==> config.mk <==
export PLATFORM = sky130hd
export DESIGN_NAME = page_xlate
export DESIGN_NICKNAME = d
export VERILOG_FILES = /design/src/rtl/page_xlate_pkg.sv /design/src/rtl/pt_cfg_regs.sv /design/src/rtl/pt_index.sv /design/src/rtl/pt_ctrl.sv /design/src/rtl/page_xlate.sv
export SDC_FILE = /design/constraint.sdc
export NUM_CORES = 1
export LEC_CHECK = 0
export BUFFER_PORTS_ARGS = -buffer_cell sky130_fd_sc_hd__buf_2
export CORE_MARGIN = 3
export CORE_UTILIZATION = 52
export CTS_CLUSTER_SIZE = 25
export DETAILED_ROUTE_END_ITERATION = 10
export PLACE_DENSITY = 0.81
export SKIP_LAST_GASP = 1
export SLEW_MARGIN = 20
export SYNTH_ARGS = -nofsm -noshare
export SYNTH_HDL_FRONTEND = slang
export SYNTH_SLANG_ARGS = --single-unit
==> constraint.sdc <==
create_clock -name clk_i -period 3.7 [get_ports clk_i]
set_input_delay 0.555 -clock clk_i [delete_from_list [all_inputs] [get_ports clk_i]]
set_output_delay 0.555 -clock clk_i [all_outputs]
set_load 0.01 [all_outputs]
==> src/rtl/page_xlate_pkg.sv <==
package page_xlate_pkg;
  typedef enum logic [1:0] {
    XS_IDLE   = 2'd0,
    XS_LOOKUP = 2'd1,
    XS_WAIT   = 2'd2
  } xlate_state_e;
endpackage

==> src/rtl/pt_cfg_regs.sv <==
module pt_cfg_regs #(
  parameter int PA_W  = 32,
  parameter int LEN_W = 23
) (
  input  logic             clk_i,
  input  logic             rst_ni,
  input  logic             wr_en_i,
  input  logic [PA_W-1:0]  base_i,
  input  logic [LEN_W-1:0] len_i,
  output logic [PA_W-1:0]  base_o,
  output logic [LEN_W-1:0] len_o
);
  always_ff @(posedge clk_i or negedge rst_ni) begin
    if (!rst_ni) begin
      base_o <= '0;
      len_o  <= '0;
    end else if (wr_en_i) begin
      base_o <= base_i;
      len_o  <= len_i;
    end
  end
endmodule

==> src/rtl/pt_index.sv <==
module pt_index #(
  parameter int VA_W      = 32,
  parameter int PA_W      = 32,
  parameter int PAGE_BITS = 10,
  parameter int PTE_BYTES = 4
) (
  input  logic [VA_W-1:0]           vaddr_i,
  input  logic [PA_W-1:0]           base_i,
  input  logic [VA_W-PAGE_BITS:0]   len_i,
  output logic                      oob_o,
  output logic [PA_W-1:0]           pte_addr_o
);
  localparam int VPN_W  = VA_W - PAGE_BITS;
  localparam int PTE_SH = $clog2(PTE_BYTES);
  localparam int EXT_W  = PA_W + VPN_W;

  logic [VPN_W-1:0] vpn;
  logic [EXT_W-1:0] vpn_ext;
  logic [EXT_W-1:0] vpn_scaled;
  logic [PAGE_BITS-1:0] unused_off;

  assign vpn        = vaddr_i[VA_W-1:PAGE_BITS];
  assign unused_off = vaddr_i[PAGE_BITS-1:0];
  assign oob_o      = {1'b0, vpn} >= len_i;
  assign vpn_ext    = {{PA_W{1'b0}}, vpn};

  generate
    if (PTE_SH == 0) begin : g_byte_pte
      assign vpn_scaled = vpn_ext;
    end else begin : g_wide_pte
      assign vpn_scaled = vpn_ext << PTE_SH;
    end
  endgenerate

  assign pte_addr_o = base_i + vpn_scaled[PA_W-1:0];
endmodule

==> src/rtl/pt_ctrl.sv <==
module pt_ctrl
  import page_xlate_pkg::*;
(
  input  logic clk_i,
  input  logic rst_ni,
  input  logic req_valid_i,
  input  logic oob_i,
  output logic ready_o,
  output logic capture_o,
  output logic fetch_o,
  output logic finish_hit_o,
  output logic finish_fault_o
);
  xlate_state_e state_q, state_d;

  always_comb begin
    state_d        = state_q;
    ready_o        = 1'b0;
    capture_o      = 1'b0;
    fetch_o        = 1'b0;
    finish_hit_o   = 1'b0;
    finish_fault_o = 1'b0;
    unique case (state_q)
      XS_IDLE: begin
        ready_o = 1'b1;
        if (req_valid_i) begin
          capture_o = 1'b1;
          state_d   = XS_LOOKUP;
        end
      end
      XS_LOOKUP: begin
        if (oob_i) begin
          finish_fault_o = 1'b1;
          state_d        = XS_IDLE;
        end else begin
          fetch_o = 1'b1;
          state_d = XS_WAIT;
        end
      end
      XS_WAIT: begin
        finish_hit_o = 1'b1;
        state_d      = XS_IDLE;
      end
      default: state_d = XS_IDLE;
    endcase
  end

  always_ff @(posedge clk_i or negedge rst_ni) begin
    if (!rst_ni) state_q <= XS_IDLE;
    else         state_q <= state_d;
  end
endmodule

==> src/rtl/page_xlate.sv <==
module page_xlate #(
  parameter int VA_W      = 32,
  parameter int PA_W      = 32,
  parameter int PAGE_BITS = 10,
  parameter int PTE_BYTES = 4
) (
  input  logic                     clk_i,
  input  logic                     rst_ni,
  input  logic                     cfg_we_i,
  input  logic [PA_W-1:0]          cfg_base_i,
  input  logic [VA_W-PAGE_BITS:0]  cfg_len_i,
  input  logic                     req_valid_i,
  output logic                     req_ready_o,
  input  logic [VA_W-1:0]          req_vaddr_i,
  output logic                     rsp_done_o,
  output logic                     rsp_fault_o,
  output logic [PA_W-1:0]          rsp_paddr_o,
  output logic                     mem_req_o,
  output logic [PA_W-1:0]          mem_addr_o,
  input  logic [8*PTE_BYTES-1:0]   mem_rdata_i
);
  localparam int LEN_W   = VA_W - PAGE_BITS + 1;
  localparam int FRAME_W = PA_W - PAGE_BITS;
  localparam int PTE_W   = 8 * PTE_BYTES;

  logic [PA_W-1:0]    base_q;
  logic [LEN_W-1:0]   len_q;
  logic [VA_W-1:0]    vaddr_q;
  logic               oob;
  logic               capture, fetch, fin_hit, fin_fault;
  logic [FRAME_W-1:0] frame;
  logic               done_q, fault_q;
  logic [PA_W-1:0]    paddr_q;

  // request wins over a config write in the same cycle
  pt_cfg_regs #(.PA_W(PA_W), .LEN_W(LEN_W)) u_regs (
    .clk_i   (clk_i),
    .rst_ni  (rst_ni),
    .wr_en_i (cfg_we_i & req_ready_o & ~req_valid_i),
    .base_i  (cfg_base_i),
    .len_i   (cfg_len_i),
    .base_o  (base_q),
    .len_o   (len_q)
  );

  pt_ctrl u_ctrl (
    .clk_i          (clk_i),
    .rst_ni         (rst_ni),
    .req_valid_i    (req_valid_i),
    .oob_i          (oob),
    .ready_o        (req_ready_o),
    .capture_o      (capture),
    .fetch_o        (fetch),
    .finish_hit_o   (fin_hit),
    .finish_fault_o (fin_fault)
  );

  pt_index #(
    .VA_W(VA_W), .PA_W(PA_W), .PAGE_BITS(PAGE_BITS), .PTE_BYTES(PTE_BYTES)
  ) u_index (
    .vaddr_i    (vaddr_q),
    .base_i     (base_q),
    .len_i      (len_q),
    .oob_o      (oob),
    .pte_addr_o (mem_addr_o)
  );

  generate
    if (PTE_W > FRAME_W) begin : g_pte_wide
      logic [PTE_W-FRAME_W-1:0] unused_pte_hi;
      assign frame         = mem_rdata_i[FRAME_W-1:0];
      assign unused_pte_hi = mem_rdata_i[PTE_W-1:FRAME_W];
    end else if (PTE_W == FRAME_W) begin : g_pte_exact
      assign frame = mem_rdata_i;
    end else begin : g_pte_narrow
      assign frame = {{(FRAME_W-PTE_W){1'b0}}, mem_rdata_i};
    end
  endgenerate

  always_ff @(posedge clk_i or negedge rst_ni) begin
    if (!rst_ni) vaddr_q <= '0;
    else if (capture) vaddr_q <= req_vaddr_i;
  end

  always_ff @(posedge clk_i or negedge rst_ni) begin
    if (!rst_ni) begin
      done_q  <= 1'b0;
      fault_q <= 1'b0;
      paddr_q <= '0;
    end else begin
      done_q  <= fin_hit | fin_fault;
      fault_q <= fin_fault;
      if (fin_fault)    paddr_q <= '0;
      else if (fin_hit) paddr_q <= {frame, vaddr_q[PAGE_BITS-1:0]};
    end
  end

  assign mem_req_o   = fetch;
  assign rsp_done_o  = done_q;
  assign rsp_fault_o = fault_q;
  assign rsp_paddr_o = paddr_q;
endmodule

## Word level (Yosys, flattened, before mapping)

Index checks and enable logic that the tools add are counted.

- Logic and storage cells: 31
- Flip-flop bits (word level): 123

- $add $sub $neg: 1
- Bitwise gates (word level): 4
- Equality and inequality tests: 3
- Mux-type cells: 13
- Reductions and logical operators: 2
- Order comparisons: 1

Operators with widths:

| cell | count |
|---|---|
| 32-bit 2-to-1 mux | 2 |
| 32-bit by 24-bit adder with 32-bit output | 1 |
| 22-bit by 23-bit >= comparator with 1-bit output | 1 |
| 1-bit 2-to-1 mux | 8 |
| 2-bit 2-to-1 mux | 2 |
| 2-bit case mux with 2 select lines | 1 |
| 1-bit bitwise AND | 2 |
| 2-bit by 1-bit equality test with 1-bit output, second input constant | 1 |
| 2-bit equality test, second input constant | 1 |
| 2-bit zero test | 1 |
| 2-bit inequality test, second input constant | 1 |
| 2-bit nonzero test | 1 |
| 1-bit inverter | 1 |
| 1-bit bitwise OR | 1 |

## Logic depth before layout (Yosys ltp)

- Word-level depth: 4
- Gate-level depth with buffers: 10
- Gate-level depth less buffers: 9

## By module

From an unflattened synthesis, not the netlist that was laid out.

- Cells, all modules: 553
- Area, all modules: 6929.1 sq um

Modules (own cells, without submodules):

| module | cells each | area each (sq um) | sequential area each (sq um) | instances |
|---|---|---|---|---|
| page_xlate | 177 | 2721.4 | 1651.6 | 1 |
| pt_cfg_regs | 116 | 2294.7 | 1376.3 | 1 |
| pt_index | 251 | 1810.5 | 0.0 | 1 |
| pt_ctrl | 9 | 102.6 | 50.0 | 1 |

## Worst setup path after synthesis

No wires, ideal clock.

- Kind: register -> output
- From: register u_regs.base_o[2]
- To: output mem_addr_o[16]
- Path slack: 765 ps
- Stages on the path, launching flop included: 10
- Data required time: 3145 ps
- Arrival: 2380 ps
- Cells stage by stage: dfrtp_1 ha_1 fa_1 a21o_1 a221oi_2 o21ai_1 a31o_2 a21o_1 a21oi_1 xnor2_1

- Word-level cells in the longest chain between the ends: 1

Ends and longest elaborated chain:

| element | RTL line | RTL |
|---|---|---|
| start: declaration | pt_cfg_regs.sv:10 | `output logic [PA_W-1:0] base_o,` |
| start signal: assignment | pt_cfg_regs.sv:18 | `base_o <= base_i;` |
| 32-bit by 24-bit adder with 32-bit output | pt_index.sv:35 | `assign pte_addr_o = base_i + vpn_scaled[PA_W-1:0];` |
| end: declaration | page_xlate.sv:19 | `output logic [PA_W-1:0] mem_addr_o,` |

No other way between the ends.

## Worst setup path after layout

Same ends and word-level chain as after synthesis.

==> results_tabular.tex <==
\begin{tabular}{lr}
\hline
Metric & Value \\
\hline
\multicolumn{2}{l}{\textbf{Status}} \\
Outcome & completed \\
\multicolumn{2}{l}{\textbf{Worst setup path}} \\
Highest fanout seen on the critical path & 4 \\
Bufs and invs on worst path & 2 \\
Worst-case register-to-register setup slack & 1.39 ns \\
Type of origin of the critical path & flip-flop \\
Cell repeated most along the worst path & a21o\_1 \\
Largest incremental delay on the critical path & 0.38 ns \\
Worst reg2reg path endpoint & rsp\_paddr\_o[21]\$\_DFFE\_PN0P\_ \\
CP Data Required Time & 3.14 ns \\
Endpoint arrival time on the critical path & 3.05 ns \\
Sequence of cells on the critical path & ha\_2, fa\_2, a21o\_1, a221oi\_2, buf\_4, o21ai\_1, a31o\_2, a21o\_1, a21oi\_2, xnor2\_1, buf\_2 \\
Endpoint class of the critical path & primary output \\
Count of cells along the worst register-to-register path & 9 \\
Slowest-stage cell, CP & dfrtp\_1 \\
Category of the critical setup timing path & flip-flop to primary output \\
Family of cells with the greatest summed delay on the critical path & compound AO/OA/AOI/OAI gates \\
R2R Path Start & u\_regs.len\_o[0]\$\_DFFE\_PN0P\_ \\
\multicolumn{2}{l}{\textbf{Synth}} \\
EDFF count, synth & 0 \\
Post-synthesis sequential area ratio & 47.4\% \\
Top flip-flop cell by instance count after synthesis & dfrtp\_1 \\
Yosys synthesis warning count & 0 \\
Post-synthesis sequential element count & 123 \\
Mean cell area of the mapped netlist & 11.2 µm² \\
Cell types occupying the most area after synthesis & dfrtp\_1, mux2\_2, ha\_1, mux2i\_1, o21ai\_0 \\
Cell type with the highest aggregate area in the netlist & dfrtp\_1 \\
Distinct cell type count after synthesis & 56 \\
Fraction of synthesized cell area taken by the top area cell type & 47.4\% \\
Net count after synthesis & 748 \\
Share of async-settable or async-resettable flops after synthesis & 100\% \\
Cell area after technology mapping & 0.00649 mm² \\
Syn Inst Count & 580 \\
\multicolumn{2}{l}{\textbf{STA}} \\
Number of pins exceeding their max-slew limit in the final report & 0 \\
Number of hold-slack violations in the final timing report & 0 \\
Normalized max-slew margin & 30.1\% \\
Worst setup slack after layout & 0.0976 ns \\
Setup tns final & 0 ns \\
Tmin final & 3.60 ns \\
Highest Clock Rate & 278 MHz \\
Layout Skew & 0.00743 ns \\
RSZ-0062 raised after global routing & true \\
Final number of setup-violating endpoints & 0 \\
Post-route clock period utilization & 97.4\% \\
Measured slew at the worst slew-check pin & 1.05 ns \\
\multicolumn{2}{l}{\textbf{Power}} \\
Cell leakage power & 4.12 nW \\
Internal power & 5.45 mW \\
Post-layout power & 9.29 mW \\
Net Sw Power & 3.84 mW \\
Clock network fraction of design power & 18.1\% \\
Seq pwr share & 26.2\% \\
Sw Share & 41.3\% \\
Max VDD drop & 0.000526 V \\
Relative contribution of combinational cells to total power & 55.8\% \\
Areal power density over the cells & 1130 mW/mm² \\
\multicolumn{2}{l}{\textbf{Die}} \\
Die height & 118 µm \\
Die X & 118 µm \\
Number of placement rows & 40 \\
Total die area & 0.0139 mm² \\
Num ports & 191 \\
Effective utilization at floorplan & 53.6\% \\
Placeable core area & 0.0121 mm² \\
\multicolumn{2}{l}{\textbf{GRT}} \\
Number of global-route vias before repair & 5424 \\
GRT Total Usage & 23.8\% \\
Maximum number of pins on one net before global-route repair & 70 \\
GR Overflow Total & 0 \\
First-pass GRT wire length & 26400 µm \\
Antenna violations before repair & 1 \\
\multicolumn{2}{l}{\textbf{Placed design}} \\
GPL Wtd Cong & 0.961 \\
Half-perimeter wire length after detailed placement & 11400 µm \\
\# port buffers & 180 \\
Setup WS pre-CTS & 0.407 ns \\
\multicolumn{2}{l}{\textbf{Detailed routing}} \\
DRC violations left & 0 \\
Total number of vias & 5161 \\
Final antenna-violating net count & 0 \\
Via count normalized by instance count & 5.49 \\
Total iterations of the first detailed-routing run & 5 \\
Total Wirelength & 16000 µm \\
Starting DRC count in detailed routing & 337 \\
Wire length per cell after detailed routing & 17.0 µm \\
\multicolumn{2}{l}{\textbf{Layout}} \\
Diode insertion count for antenna repair & 0 \\
Share of layout cells above drive strength 1 & 39.6\% \\
Final cell utilization of the core & 67.7\% \\
Net count reported at finish & 928 \\
Layout-stage area growth over the synthesis result & 26.4\% \\
\multicolumn{2}{l}{\textbf{CTS}} \\
CTS H-Tree Depth & 4 \\
Root Buffer & clkbuf\_16 \\
Inserted Clock Buffers & 17 \\
Hold bufs inserted after CTS & 0 \\
Clk Latency, worst-skew pair & 0.43 ns \\
Clock transition at the registers of the reported paths & 0.05 ns \\
Clock tree buffer depth & 2 \\
Clock Sinks & 123 \\
TritonCTS clock tree & yes \\
\multicolumn{2}{l}{\textbf{Hold path}} \\
Hold/Removal Path Class & input port to async pin \\
\multicolumn{2}{l}{\textbf{Flow run}} \\
Max-Cap Viols & 0 \\
\hline
\end{tabular}
## how the worst max path moves through the flow
stage	startpoint	endpoint	cells past startpoint
6_report	u_regs.base_o[2]$_DFFE_PN0P_	mem_addr_o[16]	11
5_1_grt	u_regs.base_o[2]$_DFFE_PN0P_	mem_addr_o[16]	11
4_1_cts	u_regs.base_o[2]$_DFFE_PN0P_	mem_addr_o[16]	11
3_5_place_dp	u_regs.base_o[2]$_DFFE_PN0P_	mem_addr_o[24]	11
3_3_place_gp	u_regs.base_o[2]$_DFFE_PN0P_	mem_addr_o[24]	11
2_1_floorplan	u_regs.base_o[2]$_DFFE_PN0P_	mem_addr_o[16]	9
## per-layer routing
layer,GRT usage (%),share of wire [%]
met1,28.6,41
met2,39.5,49
met3,8.94,7.8
met4,8.13,1.8
met5,0,0.056
## power groups by stage
stage                     logic (mW)  registers [mW]  clock network [mW]
after global placement          4.82            2.40                   0
final                           5.18            2.43                1.68
after detailed placement        5.02            2.43                   0
after CTS                       5.09            2.43                1.70
after floorplan                 3.42            2.40                   0
after global routing            5.70            2.51                1.77
## repair_timing
action / CTS / global route
cloned: 0 / 0
setup buffers: 1 / 1
setup endpoints to repair: 4 / 12
gates resized for setup: 0 / 8
pin swaps: 1 / 1
## Yosys cell counts, types with 3 or more instances
cell      number
nand3_1        4
o211ai_1       4
a21oi_1       23
mux2_2        65
ha_1          44
buf_1          3
clkbuf_1      18
dfrtp_1      123
o21a_1         6
a211o_1        4
nor2b_1        3
nand2b_1       4
nand2_1       38
and2_1         5
a211oi_1       3
buf_2          4
xnor2_1       15
nand4_1        6
xor2_1         8
o21ai_0       36
mux2i_1       32
nor3_1        35
and3_1         4
a21o_1        16
and4_1         3
nor2_1        16
inv_1         25
## through the flow
step / hold slack, ns / instances / cell area (µm²)
2_1_floorplan: 0.259 / 580 / 6490
6_report: 0.199 / 940 / 8200
4_1_cts: 0.209 / 939 / 8160
3_5_place_dp: 0.496 / 907 / 7560
3_3_place_gp: 0.486 / 907 / 7560
5_1_grt: 0.232 / 940 / 8200
## sequential cells by signal (all words and copies together) (netlist names)
register / flops
rsp_done_o: 1
vaddr_q: 32
u_regs.len_o: 23
rsp_paddr_o: 32
u_ctrl.state_q: 2
rsp_fault_o: 1
u_regs.base_o: 32
## cell families (layout without fill, tap and decap cells)
logic type      Yosys count  in the layout  synth area share, %
compound gates          110            110                 11.0
xor+xnor                 23             23                 3.11
fa+ha+maj                45             45                 8.79
buf+inv                  52            244                 3.20
flops                   123            123                 47.4
mux                      97             97                 16.2
simple gates            130            130                 10.2
## cell type report
type	count	area, µm²
fill	935	3910
clock buffer	19	443
sequential	123	3080
inverter	25	93.8
timing repair buffer	188	976
multi-input combinational	405	3250
tap	168	210
clock inverter	12	149
## cell usage in the layout, fill, tap and decap left out, drive strengths merged, types with 4 or more instances in the layout
cell type / instances
a211o: 5
a211oi: 4
a21o: 16
a21oi: 23
and2: 5
and3: 5
buf: 188
clkbuf: 19
clkinv: 5
clkinvlp: 4
dfrtp: 123
ha: 44
inv: 25
mux2: 65
mux2i: 32
nand2: 38
nand2b: 4
nand3: 5
nand4: 6
nor2: 16
nor3: 35
o211ai: 4
o21a: 6
o21ai: 37
xnor2: 15
xor2: 8
No activity file was read; power rests on OpenSTA's default activity.
